File: src/rtl/tsw_pkg.sv
package tsw_pkg;

  // Larger of two widths, used to size the frame counter.
  function automatic int tsw_max(input int a, input int b);
    return (a > b) ? a : b;
  endfunction

endpackage

File: src/rtl/tsw_frame_cnt.sv
module tsw_frame_cnt #(
  parameter int CNT_W = 11
) (
  input  logic             clk,
  input  logic             rst_n,
  input  logic             fsync,
  output logic [CNT_W-1:0] cnt,
  output logic             armed
);

  localparam logic [CNT_W-1:0] CNT_MAX = '1;

  logic [CNT_W-1:0] cnt_q, cnt_d;
  logic             armed_q, armed_d;
  logic             cnt_en;

  // The counter advances every period and holds once it saturates.
  assign cnt_en = fsync | (cnt_q != CNT_MAX);

  always_comb begin
    cnt_d   = cnt_q;
    armed_d = armed_q;
    if (fsync) begin
      cnt_d   = '0;
      armed_d = 1'b1;
    end else begin
      cnt_d = cnt_q + 1'b1;
    end
  end

  always_ff @(posedge clk or negedge rst_n) begin
    if (!rst_n) begin
      cnt_q   <= '0;
      armed_q <= 1'b0;
    end else begin
      if (cnt_en) cnt_q <= cnt_d;
      armed_q <= armed_d;
    end
  end

  assign cnt   = cnt_q;
  assign armed = armed_q;

endmodule

File: src/rtl/tsw_chan.sv
module tsw_chan #(
  parameter int SLOT_W  = 6,
  parameter int SHIFT_W = 3,
  parameter int WIDTH_W = 8,
  parameter int CNT_W   = 11
) (
  input  logic               clk,
  input  logic               rst_n,
  input  logic               fsync,
  input  logic               armed,
  input  logic [CNT_W-1:0]   cnt,
  input  logic [SLOT_W-1:0]  slot,
  input  logic [SHIFT_W-2:0] shift_hi,
  input  logic               shift_lo,
  input  logic [WIDTH_W-1:0] width_m1,
  output logic               win
);

  localparam int POS_W = SLOT_W + SHIFT_W;

  logic [POS_W-1:0] pos;
  logic [CNT_W-1:0] start_d, stop_d;
  logic [CNT_W-1:0] start_q, stop_q;
  logic             cfg_en;

  assign pos    = {slot, shift_hi, shift_lo};
  assign cfg_en = fsync;

  // The bounds are computed here, so the comparators need no adder.
  always_comb begin
    start_d = CNT_W'(pos) + CNT_W'(1);
    stop_d  = start_d + CNT_W'(width_m1) + CNT_W'(1);
  end

  always_ff @(posedge clk or negedge rst_n) begin
    if (!rst_n) begin
      start_q <= '0;
      stop_q  <= '0;
    end else if (cfg_en) begin
      start_q <= start_d;
      stop_q  <= stop_d;
    end
  end

  assign win = armed && (cnt >= start_q) && (cnt < stop_q);

endmodule

File: src/rtl/tsw_window_gen.sv
module tsw_window_gen #(
  parameter int SLOT_W  = 6,
  parameter int SHIFT_W = 3,
  parameter int WIDTH_W = 8
) (
  input  logic               clk,
  input  logic               rst_n,
  input  logic               fsync,
  input  logic [SLOT_W-1:0]  rx_slot,
  input  logic [SHIFT_W-2:0] rx_shift_hi,
  input  logic               rx_shift_lo,
  input  logic [WIDTH_W-1:0] rx_width_m1,
  input  logic [SLOT_W-1:0]  tx_slot,
  input  logic [SHIFT_W-2:0] tx_shift_hi,
  input  logic               tx_shift_lo,
  input  logic [WIDTH_W-1:0] tx_width_m1,
  output logic               rx_win,
  output logic               tx_win
);

  localparam int POS_W  = SLOT_W + SHIFT_W;
  // Two spare bits: the saturated count always lies beyond every window end.
  localparam int CNT_W  = tsw_pkg::tsw_max(POS_W, WIDTH_W) + 2;
  localparam int N_CHAN = 2;

  logic [CNT_W-1:0]   cnt;
  logic               armed;
  logic [SLOT_W-1:0]  slot_a   [N_CHAN];
  logic [SHIFT_W-2:0] shhi_a   [N_CHAN];
  logic               shlo_a   [N_CHAN];
  logic [WIDTH_W-1:0] wid_a    [N_CHAN];
  logic               win_a    [N_CHAN];

  assign slot_a[0] = rx_slot;     assign slot_a[1] = tx_slot;
  assign shhi_a[0] = rx_shift_hi; assign shhi_a[1] = tx_shift_hi;
  assign shlo_a[0] = rx_shift_lo; assign shlo_a[1] = tx_shift_lo;
  assign wid_a[0]  = rx_width_m1; assign wid_a[1]  = tx_width_m1;

  tsw_frame_cnt #(.CNT_W(CNT_W)) u_cnt (
    .clk   (clk),
    .rst_n (rst_n),
    .fsync (fsync),
    .cnt   (cnt),
    .armed (armed)
  );

  for (genvar c = 0; c < N_CHAN; c++) begin : g_chan
    tsw_chan #(
      .SLOT_W  (SLOT_W),
      .SHIFT_W (SHIFT_W),
      .WIDTH_W (WIDTH_W),
      .CNT_W   (CNT_W)
    ) u_chan (
      .clk      (clk),
      .rst_n    (rst_n),
      .fsync    (fsync),
      .armed    (armed),
      .cnt      (cnt),
      .slot     (slot_a[c]),
      .shift_hi (shhi_a[c]),
      .shift_lo (shlo_a[c]),
      .width_m1 (wid_a[c]),
      .win      (win_a[c])
    );
  end

  assign rx_win = win_a[0];
  assign tx_win = win_a[1];

endmodule

File: config.mk
export PLATFORM = sky130hd
export DESIGN_NAME = tsw_window_gen
export DESIGN_NICKNAME = d
export VERILOG_FILES = /design/src/rtl/tsw_pkg.sv /design/src/rtl/tsw_frame_cnt.sv /design/src/rtl/tsw_chan.sv /design/src/rtl/tsw_window_gen.sv
export SDC_FILE = /design/constraint.sdc
export NUM_CORES = 1
export LEC_CHECK = 0
export BUFFER_PORTS_ARGS = -buffer_cell sky130_fd_sc_hd__buf_2
export CORE_ASPECT_RATIO = 1.5
export CORE_MARGIN = 2
export CORE_UTILIZATION = 45
export DETAILED_ROUTE_END_ITERATION = 7
export HOLD_SLACK_MARGIN = 0.06
export PLACE_DENSITY = 0.75
export REMOVE_ABC_BUFFERS = 1
export SETUP_SLACK_MARGIN = 0.4
export SYNTH_ARGS = -nofsm -noshare
export SYNTH_HDL_FRONTEND = slang
export SYNTH_SLANG_ARGS = --single-unit
File: constraint.sdc
create_clock -name clk -period 3.9 [get_ports clk]
set_input_delay 0.39 -clock clk [delete_from_list [all_inputs] [get_ports clk]]
set_output_delay 0.39 -clock clk [all_outputs]
set_load 0.005 [all_outputs]
==> summary.md <==
| Metric | Value |
|---|---|
| Outcome | `complete, no violations` |
| Post-route cell area | `4550 µm²` |
| Slowest Stage Delay on Critical Path | `around 0.53 ns` |
| Leakage | `2.29 nW` |
| Setup TNS | `0 ns` |
| Minimum clock period | `2.66 ns` |
| Crit Path Max Fanout | `5` |
| Nets | `602` |
| Worst Hold Class | `primary input to asynchronous set/reset pin` |
| Hold Vio Cnt, Final | `0` |
| Top cells by area, synth | `dfrtp_1 33%, ha_1 19%, o21ai_0 4.9%, inv_1 4.7%, nand2_1 4.3%` |
| Grt total ovfl | `0` |
| Max Root-Sink Buffers | `2` |
| Clock sink count | `54` |
| First-pass GRT wire length | `roughly 15000 µm` |
| Post-synth top area share | `33.1%` |
| IO Port Bufs | `38` |
| Design Power | `0.00156 W` |
| Ys flop type | `dfrtp_1` |
| Via count | `roughly 3400` |
| Area of the multi-input gates | `about 2500 µm²` |
| Vias in the first global route | `3335` |
| Most frequent cell after synthesis | `ha_1` |
| Clk pin slew, worst setup/hold paths | `0.07 ns` |
| RSZ-0062 raised after global routing | `false` |
| WP data required | `4.11 ns` |
| Slew headroom | `51.4%` |
| CP delay by family, top | `simple AND/OR/NAND/NOR gates` |
| Slew @ Worst Pin | `0.728 ns` |
| Die X-Extent | `81.8 µm` |
| N_diodes | `0` |
| Vias/cell | `5.47` |
| # setup viols final | `0` |
| Int Pwr | `~0.0011 W` |
| Initial Utilization | `46.3%` |
| Cells along the critical path | `buf_2 > ha_1 > and4_4 > nand2_1 > xnor2_1 > ha_1 > or3_1 > nor2_1 > or4_1 > or3_1 > a31oi_1` |
| Drt initial violations | `about 120` |
| Leading area contributor after synthesis | `dfrtp_1` |
| Synth Instances | `approximately 470` |
| Number of max-cap violations | `0` |
| CTS Buf Count | `5` |
| Synth-to-layout area growth | `11.5%` |
| RePlAce Congestion | `0.878` |
| Worst-Skew Late Latency | `0.29 ns` |
| Worst vdd ir | `~0.18 mV` |
| Hold bufs inserted after CTS | `0` |
| Hpwl dp | `6750 µm` |
| Max Clock Skew | `0.00433 ns` |
| Core ar. | `8830 µm²` |
| Combinational power share | `26.4%` |
| Worst EP arrival | `between 2 and 3 ns` |
| Slowest CP cell | `or4_1` |
| DRT Pass-1 Iters | `5` |
| Placed Area | `4390 µm²` |
| Initial antenna violation count | `0` |
| IO Pins | `39` |
| Crit start category | `primary input` |
| CTS Root Buffer Type | `clkbuf_16` |
| Die area | `about 10000 µm²` |
| Register area share after synthesis | `33.1%` |
| Fill cell count | `between 800 and 900` |
| Wirelength per Cell | `14.3 µm` |
| CTS H-tree lvls | `2` |
| Final ANT Viol Nets | `0` |
| Yosys cell types | `50` |
| Resized Gates After CTS | `0` |
| Post-synth EDFFs | `0` |
| Crit end category | `flop` |
| Reg area | `around 1400 µm²` |
| Avg Synthesized Cell Area | `8.78 µm²` |
| DRC viols | `0` |
| Post-CTS Setup Bufs | `0` |
| Peak Freq | `roughly 380 MHz` |
| Largest net degree at the start of global routing | `55` |
| Switch share | `29.4%` |
| WL final | `8790 µm` |
| Sequential share of power | `41.9%` |
| Fin crit share | `68.2%` |
| Synthesis Warnings | `0` |
| P_sw | `0.000458 W` |
| WS Path Type | `primary input to flop` |
| WP buf/inv | `1` |
| Ys async rst share | `100%` |
| CTS tree | `built` |
| Share of post-route cells with drive strength above 1 | `between 10% and 20%` |
| Clock share of power | `between 30% and 40%` |
| Slew Limit Fails | `0` |
| Mapped Area | `about 4100 µm²` |
| Power per cell area | `342 nW/µm²` |
| Total GRT Usage | `19.1%` |
| Final setup margin | `1.24 ns` |
| Num rows | `42` |
| Synthesized flop and latch total | `54` |
| Commonest cells in the netlist | `61 x ha_1, 54 x dfrtp_1, 51 x inv_1` |
| Die Ht | `121 µm` |
| Pre-CTS setup slack | `0.975 ns` |
## final cells by class
| cell class | count | share of cell area [%] |
|---|---|---|
| Timing Repair Buffer | 40 | 4.51 |
| Sequential cell | 54 | 29.7 |
| Multi-Input combinational cell | 350 | 55.0 |
| Inverter | 51 | 4.21 |
| Clock buffer | 7 | 2.91 |
| Clock inverter | 1 | 0.660 |
| Tap cell | 110 | 3.02 |
## state kept, by name, summed over array words and instances, names as in the netlist
signal / cells
g_chan.u_chan.start_q: 20
g_chan.u_chan.stop_q: 22
u_cnt.armed: 1
u_cnt.cnt: 11
## power by group through the flow
| stage | sequential [W] | clock, W | combinational, W |
|---|---|---|---|
| after floorplan | 0.000656 | 0 | 0.000284 |
| after global placement | 0.000663 | 0 | 0.000390 |
| after detailed placement | 0.000664 | 0 | 0.000411 |
| after CTS | 0.000654 | 0.000507 | 0.000415 |
| after global routing | 0.000663 | 0.000530 | 0.000476 |
| final | 0.000653 | 0.000493 | 0.000412 |
## through the flow
step           utilization (%)  instances  hold WS, ns
2_1_floorplan                -        455       0.0944
3_3_place_gp              49.7        605        0.467
3_5_place_dp              49.7        605        0.466
4_1_cts                   51.6        613        0.258
5_1_grt                   51.6        613        0.291
6_report                  51.6        613        0.223
## worst reg2reg max path, stage by stage (launching register included)
cell and delay [ns]:
dfrtp_1 0.51, ha_1 0.28, and3_1 0.22, nand3_1 0.19, nand4_1 0.16, xor2_1 0.15
nor2_1 0.05
## path summary, 6_finish.rpt
kind	startpoint	endpoint	slack (ns)	cells after the start
min in group clk	tx_shift_lo	g_chan[1].u_chan.start_q[0]	0.38	2
max in group asynchronous	rst_n	g_chan[1].u_chan.stop_q[0]	3.22	2
worst max register to register	u_cnt.cnt[1]	u_cnt.cnt[3]	2.21	6
worst min-delay path	rst_n	g_chan[0].u_chan.stop_q[10]	0.22	2
worst max-delay path	tx_shift_lo	g_chan[1].u_chan.stop_q[9]	1.24	11
worst min register to register	g_chan[1].u_chan.stop_q[3]	g_chan[1].u_chan.stop_q[3]	0.48	1
## cell families (layout without fill, tap and decap cells)
| logic type | after synthesis | count (layout) | synth area share (%) |
|---|---|---|---|
| DFF | 54 | 54 | 33.1 |
| and+or+nand+nor | 143 | 143 | 17.0 |
| buffers and inverters | 61 | 99 | 5.61 |
| adders and majority gates | 63 | 63 | 19.7 |
| xor gates and xnor gates | 28 | 28 | 6.00 |
| AOI/OAI and AO/OA | 107 | 107 | 16.4 |
| muxes | 9 | 9 | 2.24 |
## cells in the final DEF, fill, tap and decap left out, types with 6 or more instances in the layout
cell type  count
nand3_1       14
a31oi_1       11
nand2_1       47
and3_1         6
o21ai_0       40
o21a_1         9
nor2_1        32
ha_1          61
xnor2_1       16
mux2i_1        8
nor2b_1       10
inv_1         51
dfrtp_1       54
nand4_1        9
nor3_1         6
a21oi_1       18
xor2_1        12
buf_2         38
## per-layer routing
layer / vias up / GRT usage, % / routed length (µm)
li1: 1709 / - / -
met2: 76 / 33.4 / 4540
met4: 0 / 7.19 / 204
met1: 1553 / 23.5 / 3760
met5: - / 0 / 0
met3: 15 / 2.01 / 276
No activity file was read; power rests on OpenSTA's default activity.
